===== src/rtl/pmu_pkg.sv =====
package pmu_pkg;
  typedef enum logic [2:0] {
    PS_IDLE = 3'd0,
    PS_RAMP = 3'd1,
    PS_ON   = 3'd2,
    PS_LOWP = 3'd3,
    PS_SHUT = 3'd4
  } pmu_state_e;
endpackage


===== src/rtl/pmu_cover_filter.sv =====
module pmu_cover_filter #(
  parameter int LEN = 16,
  parameter int CW  = (LEN > 1) ? $clog2(LEN) : 1
) (
  input  logic          clk,
  input  logic          rst,
  input  logic          pin,
  output logic          filt,
  output logic [CW-1:0] cnt
);
  logic s1, s2;

  always_ff @(posedge clk) begin
    if (rst) begin
      s1   <= 1'b0;
      s2   <= 1'b0;
      filt <= 1'b0;
      cnt  <= '0;
    end else begin
      s1 <= pin;
      s2 <= s1;
      if (s2 == filt) begin
        cnt <= '0;
      end else if (cnt == CW'(LEN - 1)) begin
        filt <= s2;
        cnt  <= '0;
      end else begin
        cnt <= cnt + 1'b1;
      end
    end
  end
endmodule


===== src/rtl/pmu_release_timer.sv =====
module pmu_release_timer #(
  parameter int TICKS = 1024,
  parameter int TW    = (TICKS > 1) ? $clog2(TICKS) : 1
) (
  input  logic          clk,
  input  logic          rst,
  input  logic          clr,
  input  logic          run,
  output logic [TW-1:0] cnt,
  output logic          done
);
  assign done = (cnt == TW'(TICKS - 1));

  always_ff @(posedge clk) begin
    if (rst || clr)       cnt <= '0;
    else if (run && !done) cnt <= cnt + 1'b1;
  end
endmodule


===== src/rtl/pmu_state_ctrl.sv =====
module pmu_state_ctrl #(
  parameter int DEB_LEN       = 16,
  parameter int RELEASE_TICKS = 1024,
  parameter int SEQ_GAP       = 8,
  parameter int N_LDO         = 2
) (
  input  logic             clk,
  input  logic             rst,
  input  logic             supply_ok,
  input  logic             over_temp,
  input  logic             cover_pin,
  input  logic             lp_pin,
  input  logic             hot_rst,
  input  logic             pbutton,
  input  logic             seq_sel,
  input  logic             lp_enable,
  input  logic             core_off,
  input  logic [1:0]       core_run_sel,
  input  logic [1:0]       core_lp_sel,
  input  logic [N_LDO-1:0] ldo_lp_off,
  output logic             main_en,
  output logic             core_en,
  output logic [1:0]       core_vsel,
  output logic [N_LDO-1:0] ldo_en,
  output logic [N_LDO-1:0] ldo_sleep,
  output logic             por_n,
  output logic             pfail_n,
  output logic             irq_n,
  output logic             cpu_rst_n
);
  import pmu_pkg::*;

  localparam int DW = (DEB_LEN > 1) ? $clog2(DEB_LEN) : 1;
  localparam int TW = (RELEASE_TICKS > 1) ? $clog2(RELEASE_TICKS) : 1;

  pmu_state_e    state_q, state_d;
  logic          cover_ok;
  logic [DW-1:0] deb_cnt;
  logic [TW-1:0] tmr_cnt, step_d;
  logic          tmr_done;
  logic          fault, lp_req, lp_req_q, lp_rise;
  logic          second_on, ldo_on;
  logic          main_d, core_d, stat_d;
  logic [1:0]    vsel_d;
  logic          main_q, core_q, stat_q;
  logic [1:0]    vsel_q;

  pmu_cover_filter #(.LEN(DEB_LEN), .CW(DW)) u_cover (
    .clk(clk), .rst(rst), .pin(cover_pin), .filt(cover_ok), .cnt(deb_cnt)
  );

  pmu_release_timer #(.TICKS(RELEASE_TICKS), .TW(TW)) u_timer (
    .clk(clk), .rst(rst), .clr(state_q != PS_RAMP), .run(state_q == PS_RAMP),
    .cnt(tmr_cnt), .done(tmr_done)
  );

  assign fault   = !supply_ok || over_temp || !cover_ok;
  assign lp_req  = lp_pin && lp_enable;
  assign lp_rise = lp_req && !lp_req_q;

  always_comb begin
    state_d = state_q;
    unique case (state_q)
      PS_IDLE, PS_SHUT: if (!fault) state_d = PS_RAMP;
      PS_RAMP: begin
        if (fault)         state_d = PS_SHUT;
        else if (tmr_done) state_d = PS_ON;
      end
      PS_ON: begin
        if (fault)        state_d = PS_SHUT;
        else if (hot_rst) state_d = PS_RAMP;
        else if (lp_rise) state_d = PS_LOWP;
      end
      PS_LOWP: begin
        if (fault)                            state_d = PS_SHUT;
        else if (!lp_pin || hot_rst || pbutton) state_d = PS_ON;
      end
      default: state_d = PS_SHUT;
    endcase
  end

  // step index the ramp will hold after this edge
  assign step_d    = (state_q == PS_RAMP) ? tmr_cnt + 1'b1 : '0;
  assign second_on = int'(step_d) >= SEQ_GAP;
  assign ldo_on    = int'(step_d) >= 2 * SEQ_GAP;

  always_comb begin
    main_d = 1'b0;
    core_d = 1'b0;
    stat_d = 1'b0;
    vsel_d = (state_d == PS_LOWP) ? core_lp_sel : core_run_sel;
    unique case (state_d)
      PS_RAMP: begin
        main_d = seq_sel ? second_on : 1'b1;
        core_d = seq_sel ? 1'b1 : second_on;
      end
      PS_ON: begin
        main_d = 1'b1;
        core_d = 1'b1;
        stat_d = 1'b1;
      end
      PS_LOWP: begin
        main_d = 1'b1;
        core_d = !core_off;
        stat_d = 1'b1;
      end
      default: ;
    endcase
  end

  always_ff @(posedge clk) begin
    if (rst) begin
      state_q  <= PS_IDLE;
      lp_req_q <= 1'b0;
      main_q   <= 1'b0;
      core_q   <= 1'b0;
      stat_q   <= 1'b0;
      vsel_q   <= 2'b00;
    end else begin
      state_q  <= state_d;
      lp_req_q <= lp_req;
      main_q   <= main_d;
      core_q   <= core_d;
      stat_q   <= stat_d;
      vsel_q   <= vsel_d;
    end
  end

  for (genvar i = 0; i < N_LDO; i++) begin : g_ldo
    logic en_d, sl_d, en_q, sl_q;
    always_comb begin
      en_d = 1'b0;
      sl_d = 1'b0;
      unique case (state_d)
        PS_RAMP: en_d = ldo_on;
        PS_ON:   en_d = 1'b1;
        PS_LOWP: begin
          en_d = !ldo_lp_off[i];
          sl_d = !ldo_lp_off[i];
        end
        default: ;
      endcase
    end
    always_ff @(posedge clk) begin
      if (rst) begin
        en_q <= 1'b0;
        sl_q <= 1'b0;
      end else begin
        en_q <= en_d;
        sl_q <= sl_d;
      end
    end
    assign ldo_en[i]    = en_q;
    assign ldo_sleep[i] = sl_q;
  end

  assign main_en   = main_q;
  assign core_en   = core_q;
  assign core_vsel = vsel_q;
  assign por_n     = stat_q;
  assign pfail_n   = stat_q;
  assign irq_n     = stat_q;
  assign cpu_rst_n = stat_q;
endmodule



===== config.mk =====
export PLATFORM = sky130hd
export DESIGN_NAME = pmu_state_ctrl
export DESIGN_NICKNAME = d
export VERILOG_FILES = /design/src/rtl/pmu_pkg.sv /design/src/rtl/pmu_cover_filter.sv /design/src/rtl/pmu_release_timer.sv /design/src/rtl/pmu_state_ctrl.sv
export SDC_FILE = /design/constraint.sdc
export NUM_CORES = 1
export LEC_CHECK = 0
export BUFFER_PORTS_ARGS = -buffer_cell sky130_fd_sc_hd__buf_4
export CORE_MARGIN = 1
export CORE_UTILIZATION = 48
export DETAILED_ROUTE_END_ITERATION = 7
export PLACE_DENSITY = 0.74
export SLEW_MARGIN = 0
export SYNTH_ARGS = -nofsm -noshare
export SYNTH_HDL_FRONTEND = slang
export SYNTH_SLANG_ARGS = --single-unit

===== constraint.sdc =====
create_clock -name clk -period 1.7 [get_ports clk]
set_input_delay 0.255 -clock clk [delete_from_list [all_inputs] [get_ports clk]]
set_output_delay 0.255 -clock clk [all_outputs]
set_load 0.01 [all_outputs]

==> impl_metrics.csv, run 1 <==
group,metric,value,unit
status,status,"complete, no violations",
synthesis,yosys_most_used_dff,"sky130_fd_sc_hd__dfxtp_1",
placement,dpl.hpwl,2.10,mm
global_route,grt_antenna_before_repair,0,
pwr,share_clk_of_total_power,36.6,%
pwr,leakagePower,0.692,nW
pwr,internal_power_contribution,0.939,mW
synthesis,muxShareOfSynthArea,2.13,%
sta,post-route-worst-setup-slack,44.3,ps
cts,clk_transition_reported_paths,90,ps
finish,finalNetCount,204,
synthesis,most_area_hungry_cell_type_in_the_yosys_netlist,"sky130_fd_sc_hd__dfxtp_1",
cts,clock_path_buffers,2,
placement,gp_routability_congestion,0.791,
sta,finClkSkew,9.56,ps
cts,cts_inserted_buffers,5,
cts,hold_fix_buffer_count_after_cts,0,
worst_setup_path,reg2reg_from,"u_timer.cnt[0]",
sta,grt_setup_unrepaired,"yes",
synthesis,post_synth_num_cell_types,43,
worst_setup_path,critical_path_peak_fanout,4,
finish,drive_gt1_share,35.5,%
synthesis,synth.yosys.seq_area_share,42.5,%
finish,synthToLayoutAreaGrowth,25.7,%
worst_setup_path,timing.critical_path.required,1910,ps
routing,routed_wirelength,2.86,mm
routing,detail_route.first_pass.iterations,4,
global_route,number_of_global_route_vias_before_repair,1210,
cts,clk_latency,330,ps
worst_hold_path,worst_hold_path_type,"in -> reg",
synthesis,ys_ff_latch,30,
sta,hold_violations,0,
worst_hold_path,worst_hold_startpoint,"ldo_lp_off[0]",
synthesis,syn_nets,172,
synthesis,synth_xor_xnor_area_share,6.20,%
worst_setup_path,critical_path_arrival,1870,ps
synthesis,synth_fa_ha_area_share,1.77,%
synthesis,largest_family_of_logic_cells_by_synthesized_area,"simple AND/OR/NAND/NOR gates",
finish,storage_cell_area,613,um2
finish,multi_input_comb_area,728,um2
floorplan,die_height,56.3,um
sta,worstMarginPinSlew,294,ps
finish,antennaDiodeCount,0,
cts,clock_tree.root_cell,"sky130_fd_sc_hd__clkbuf_4",
synthesis,area_share_of_the_leading_cell_type_in_the_synthesized_netlist,42.5,%
routing,detail_route.wl_per_cell,13.2,um
worst_setup_path,critical_path.startpoint_type,"register",
routing,number_of_nets_still_failing_antenna_checks_after_routing,0,
floorplan,core-area,2780,um2
synthesis,most_frequent_cell_after_synthesis,"sky130_fd_sc_hd__dfxtp_1",
synthesis,async_sr_flop_fraction,0,%
synthesis,syn-cell-area,1410,um2
finish,n_fill_cell,225,
pwr,switching_share,21.5,%
synthesis,yosys_warnings,0,
synthesis,synth_simple_gate_area_share,21.3,%
sta,timing.final.crit_period,1660,ps
sta,timing.final.max_slew_violations,0,
routing,drc_errors,0,
synthesis,synth.avg_cell_area,9.23,um2
worst_setup_path,crit_path_start,"u_timer.cnt[0]",
routing,vias_per_cell,5.47,
floorplan,row_count,19,
cts,cts.sink_count,30,
cts,cts_tree,"built",
pwr,share_comb_of_total_power,4.3,%
synthesis,synth.top_cells.by_count,"sky130_fd_sc_hd__dfxtp_1 (30), sky130_fd_sc_hd__nor2_1 (15), sky130_fd_sc_hd__a21oi_1 (11)",
pwr,cellPowerDensity,674,nW/um2
job,drv_cap,0,
placement,dp.cells,209,
worst_setup_path,critPathCaptureType,"register",
global_route,grt_pass1_wl,5.02,mm
sta,setup_viol_count_final,0,
floorplan,boundaryPins,29,
floorplan,dieArea,3160,um2
routing,detailedRoute.firstIterationViolations,38,
cts,cts_htree_levels,2,
floorplan,initial_core_util,50.8,%
pwr,max-vdd-ir-drop,0.656,mV
synthesis,synth-compound-area-share,17.0,%
synthesis,synth_cells,153,
sta,maxClockFrequency,604,MHz
pwr,power_switching,0.257,mW
cts,cts_setup_buffers,0,
synthesis,number_of_enable_type_register_cells_in_the_synthesized_netlist,0,
sta,post-route-period-util,97.4,%
global_route,globalRouteOverflowTotal,0,
placement,port_buffers,28,
sta,max-slew-margin-rel,80.4,%
finish,layoutNonFillerInstCount,217,
pwr,power.sequential.fraction,59.2,%
global_route,globalRouteTotalUtil,20.4,%
floorplan,chipWidth,56.3,um
global_route,largest_net_degree_at_the_start_of_global_routing,12,
worst_setup_path,critical_path_class,"reg -> reg",
placement,place_ws,-27.9,ps
synthesis,synthTopCellsByArea,"sky130_fd_sc_hd__dfxtp_1 (43%), sky130_fd_sc_hd__buf_4 (4.3%), sky130_fd_sc_hd__nor2_1 (4.0%)",
routing,vias,1188,
-- worst paths after layout --
check                           depth (start not counted)  slack, ps            end
worst max-delay path                                    6         40        main_en
worst min-delay path                                    2         80  g_ldo[0].sl_q
worst max register to register                          6         40        main_en
worst min register to register                          1        460     u_cover.s2
-- per-stage QoR --
stage,TNS [ps],hold WS [ps],utilization [%],total power [mW],instance area [um2]
after floorplan,0,327,-,0.743,1430
after global placement,0,424,60.3,0.777,1680
after detailed placement,-57.6,428,60.3,0.778,1680
after CTS,0,69.2,62.8,1.22,1750
after global routing,-29.5,75.0,63.8,1.25,1780
final,0,81.9,63.8,1.20,1780
-- layout by cell type (no fill, tap or decap), drive strengths merged, types with 2 or more instances in the layout --
| master | n |
|---|---|
| buf | 40 |
| dfxtp | 30 |
| nor2 | 15 |
| a21oi | 11 |
| clkbuf | 7 |
| inv | 6 |
| xnor2 | 6 |
| nand3 | 5 |
| nor2b | 5 |
| nand2 | 5 |
| nor3 | 5 |
| a31o | 5 |
| xor2 | 4 |
| o21ai | 4 |
| a31oi | 4 |
| nand2b | 3 |
| mux2i | 3 |
| and4 | 3 |
| nand3b | 2 |
| or2 | 2 |
| a41oi | 2 |
| nand4 | 2 |
| ha | 2 |
-- logic make-up (layout without fill, tap and decap cells) --
logic type	count (synthesis)	count (layout)
adder cells (fa/ha/maj)	2	2
multiplexers	3	3
AO/OA/AOI/OAI	33	33
buffers and inverters	21	54
flip-flops	30	30
AND/OR/NAND/NOR	54	54
XOR/XNOR	10	10
-- flip-flops by register name (all words and copies together), names as in the netlist --
| signal | cells |
|---|---|
| core_en | 1 |
| u_cover.cnt | 4 |
| cpu_rst_n | 1 |
| u_timer.cnt | 10 |
| g_ldo.sl_q | 2 |
| u_cover.s1 | 1 |
| u_cover.s2 | 1 |
| state_q | 3 |
| main_en | 1 |
| lp_req_q | 1 |
| u_cover.filt | 1 |
| g_ldo.en_q | 2 |
| core_vsel | 2 |
-- routing by layer --
| metal | up-vias | routed length [um] | track usage [%] |
|---|---|---|---|
| met5 | - | 0 | 0 |
| met4 | 0 | 53 | 8.01 |
| met3 | 6 | 168 | 7.60 |
| met2 | 35 | 1420 | 34.7 |
| met1 | 552 | 1220 | 23.1 |
| li1 | 595 | - | - |
-- power by group through the flow --
stage	Clock (mW)	Combinational (mW)	Sequential, mW
2_1_floorplan	0	0.0146	0.728
3_3_place_gp	0	0.0496	0.727
3_5_place_dp	0	0.0510	0.727
4_1_cts	0.454	0.0517	0.711
5_1_grt	0.486	0.0559	0.708
6_report	0.437	0.0510	0.707
-- critical path, cell delays in order (launching register included) --
cell and delay, ps:
sky130_fd_sc_hd__dfxtp_4 370, sky130_fd_sc_hd__ha_4 180, sky130_fd_sc_hd__xor2_2 140, sky130_fd_sc_hd__or4_4 420, sky130_fd_sc_hd__a22oi_2 190, sky130_fd_sc_hd__a21o_1 170, sky130_fd_sc_hd__a31oi_1 80
-- cell type report --
class | count | share of cell area [%]
clock buffers | 7 | 3.10
clock inverters | 1 | 0.282
inverters | 6 | 1.27
multi-input cells | 102 | 41.0
flip-flops and latches | 30 | 34.5
well taps | 31 | 2.18
repair buffers | 40 | 17.6
-- timing repair --
action	4_1_cts	5_1_grt
endpoints found under the setup margin	5	8
pin swaps	0	1
resized for setup	1	12
Note: power is estimated with default switching activity, not from simulation.
==> run 2, diff against run 1 <==
Settings changed: CORE_ASPECT_RATIO set to 2, CTS_BUF_LIST set to sky130_fd_sc_hd__clkbuf_4 sky130_fd_sc_hd__clkbuf_8 sky130_fd_sc_hd__clkbuf_16.
==> impl_metrics.csv, run 2 (same netlist as run 1, synthesis figures left out) <==
group,metric,value,unit
worst_setup_path,critPathCaptureType,"register",
finish,regMostFlops,"u_timer.cnt",
worst_setup_path,crit_path_top_delay_cell,"sky130_fd_sc_hd__or4_4",
worst_setup_path,critical_path.startpoint_type,"register",
finish,n_fill_cell,218,
global_route,grt_pass1_wl,5.29,mm
cts,clk_transition_reported_paths,60,ps
finish,layout.cells.most_common,"sky130_fd_sc_hd__buf_4",
status,status,"complete, no violations",
routing,detail_route.wl_per_cell,15.2,um
worst_setup_path,critical_path_arrival,1840,ps
pwr,cellPowerDensity,737,nW/um2
pwr,total_power,1.37,mW
cts,cts_inserted_buffers,5,
sta,hold_violations,0,
finish,reg.largest.list,"u_timer.cnt (10), u_cover.cnt (4), state_q (3)",
routing,detailedRoute.firstIterationViolations,58,
pwr,share_comb_of_total_power,3.9,%
pwr,switching_share,20.8,%
routing,number_of_nets_still_failing_antenna_checks_after_routing,0,
worst_hold_path,hold_path_depth,2,
routing,routed_wirelength,3.36,mm
floorplan,dieArea,3180,um2
placement,dpl.hpwl,2.49,mm
routing,vias_per_cell,5.73,
pwr,internal_power_contribution,1.08,mW
job,drv_cap,0,
cts,hold_fix_buffer_count_after_cts,0,
worst_setup_path,max_stage_delay,420,ps
sta,grt_setup_unrepaired,"yes",
pwr,share_clk_of_total_power,44.3,%
worst_setup_path,timing.critical_path.required,1870,ps
global_route,globalRouteTotalUtil,24.0,%
floorplan,chipWidth,40.4,um
sta,maxClockFrequency,599,MHz
floorplan,row_count,27,
routing,vias,1267,
placement,place_ws,-34.7,ps
global_route,number_of_global_route_vias_before_repair,1301,
floorplan,die_height,78.7,um
worst_setup_path,path_cells,"ha_4, xor2_1, or4_4, a22oi_2, a21o_1, a31oi_2",
pwr,max-vdd-ir-drop,0.605,mV
finish,antennaDiodeCount,0,
sta,max-slew-margin-rel,78.4,%
placement,port_buffers,28,
finish,finalNetCount,210,
placement,dpl_cell_area,1700,um2
global_route,grt_antenna_before_repair,0,
pwr,power_switching,0.284,mW
worst_setup_path,critical_path_peak_fanout,4,
sta,timing.final.max_slew_violations,0,
cts,clock_tree.root_cell,"sky130_fd_sc_hd__clkbuf_8",
sta,timing.final.crit_period,1670,ps
worst_setup_path,r2r_cells,6,
floorplan,core-area,2770,um2
sta,post-route-worst-setup-slack,31.1,ps
routing,detail_route.first_pass.iterations,4,
cts,clk_latency,280,ps
worst_setup_path,critical_path_class,"reg -> reg",
finish,largest_reg_flops,10,
finish,layout_common_cells,"sky130_fd_sc_hd__buf_4 (44), sky130_fd_sc_hd__dfxtp_1 (25), sky130_fd_sc_hd__nor2_1 (15)",
floorplan,initial_core_util,51.0,%
routing,drc_errors,0,
sta,final.hold.worst_slack,135,ps
pwr,leakagePower,0.740,nW
sta,finClkSkew,7.64,ps
floorplan,boundaryPins,29,
global_route,globalRouteOverflowTotal,0,
finish,synthToLayoutAreaGrowth,31.2,%
finish,drive_gt1_share,37.5,%
cts,cts.sink_count,30,
cts,cts_tree,"built",
cts,cts_htree_levels,2,
placement,gp_routability_congestion,0.781,
sta,setup_viol_count_final,0,
finish,fin_area,1850,um2
pwr,power.sequential.fraction,51.9,%
worst_hold_path,worst_hold_path_type,"in -> reg",
sta,post-route-period-util,98.2,%
sta,worstMarginPinSlew,324,ps
cts,clock_path_buffers,2,
global_route,largest_net_degree_at_the_start_of_global_routing,12,
sta,fin_setup_tns,0,ps
## run 2: changes by cell type in the layout (fill, tap and decap cells not counted), sizes merged
| cell | change |
|---|---|
| a211o | +1 |
| buf | +5 |
## run 2: through the flow
stage / util [%] / std cells
after floorplan: - / 153
after global placement: 61.3 / 210
after detailed placement: 61.3 / 210
after CTS: 65.2 / 218
after global routing: 66.9 / 221
final: 66.9 / 221
## run 2: power by group through the flow
stage	combinational (mW)	sequential, mW	clock, mW
floorplan	0.0146	0.728	0
global placement	0.0504	0.727	0
detailed placement	0.0521	0.727	0
CTS	0.0527	0.710	0.620
global route	0.0576	0.709	0.651
finish	0.0527	0.708	0.605
## run 2: critical path, delay by kind of cell (launching register included)
kind,cells,cell delay [ps]
compound gates,3,480
simple gates,1,420
flops,1,340
fa+ha+maj,1,180
xor+xnor,1,130
## run 2: worst paths after layout
kind	from	to	slack, ps
worst max-delay path	u_timer.cnt[0]	core_en	30
worst min-delay path	ldo_lp_off[0]	g_ldo[0].sl_q	130
worst max register to register	u_timer.cnt[0]	core_en	30
worst min register to register	u_cover.cnt[0]	u_cover.cnt[0]	450
## run 2: layout make-up
class,count,area (um2),area share (%)
clock buffer,7,90.1,4.86
sequential,30,612,33.0
multi-input combinational,103,737,39.8
tap,29,36.3,1.96
inverter,6,22.5,1.22
timing repair buffer,45,350,18.9
clock inverter,1,5.00,0.270
## run 2: what timing repair did
| item | in CTS | in global routing |
|---|---|---|
| gates cloned | 0 | 1 |
| endpoints found under the setup margin | 5 | 7 |
| pin swaps | 1 | 6 |
| endpoints found under the hold margin | 0 | 0 |
| setup buffers | 0 | 2 |
| resized for setup | 4 | 7 |
## run 2: routing by layer
metal	GRT usage [%]	share of wire (%)	vias up
met5	0	0	-
met4	14.3	3.8	0
met3	6.42	4.7	13
met2	44.9	60	42
met1	18.9	32	603
li1	-	-	609
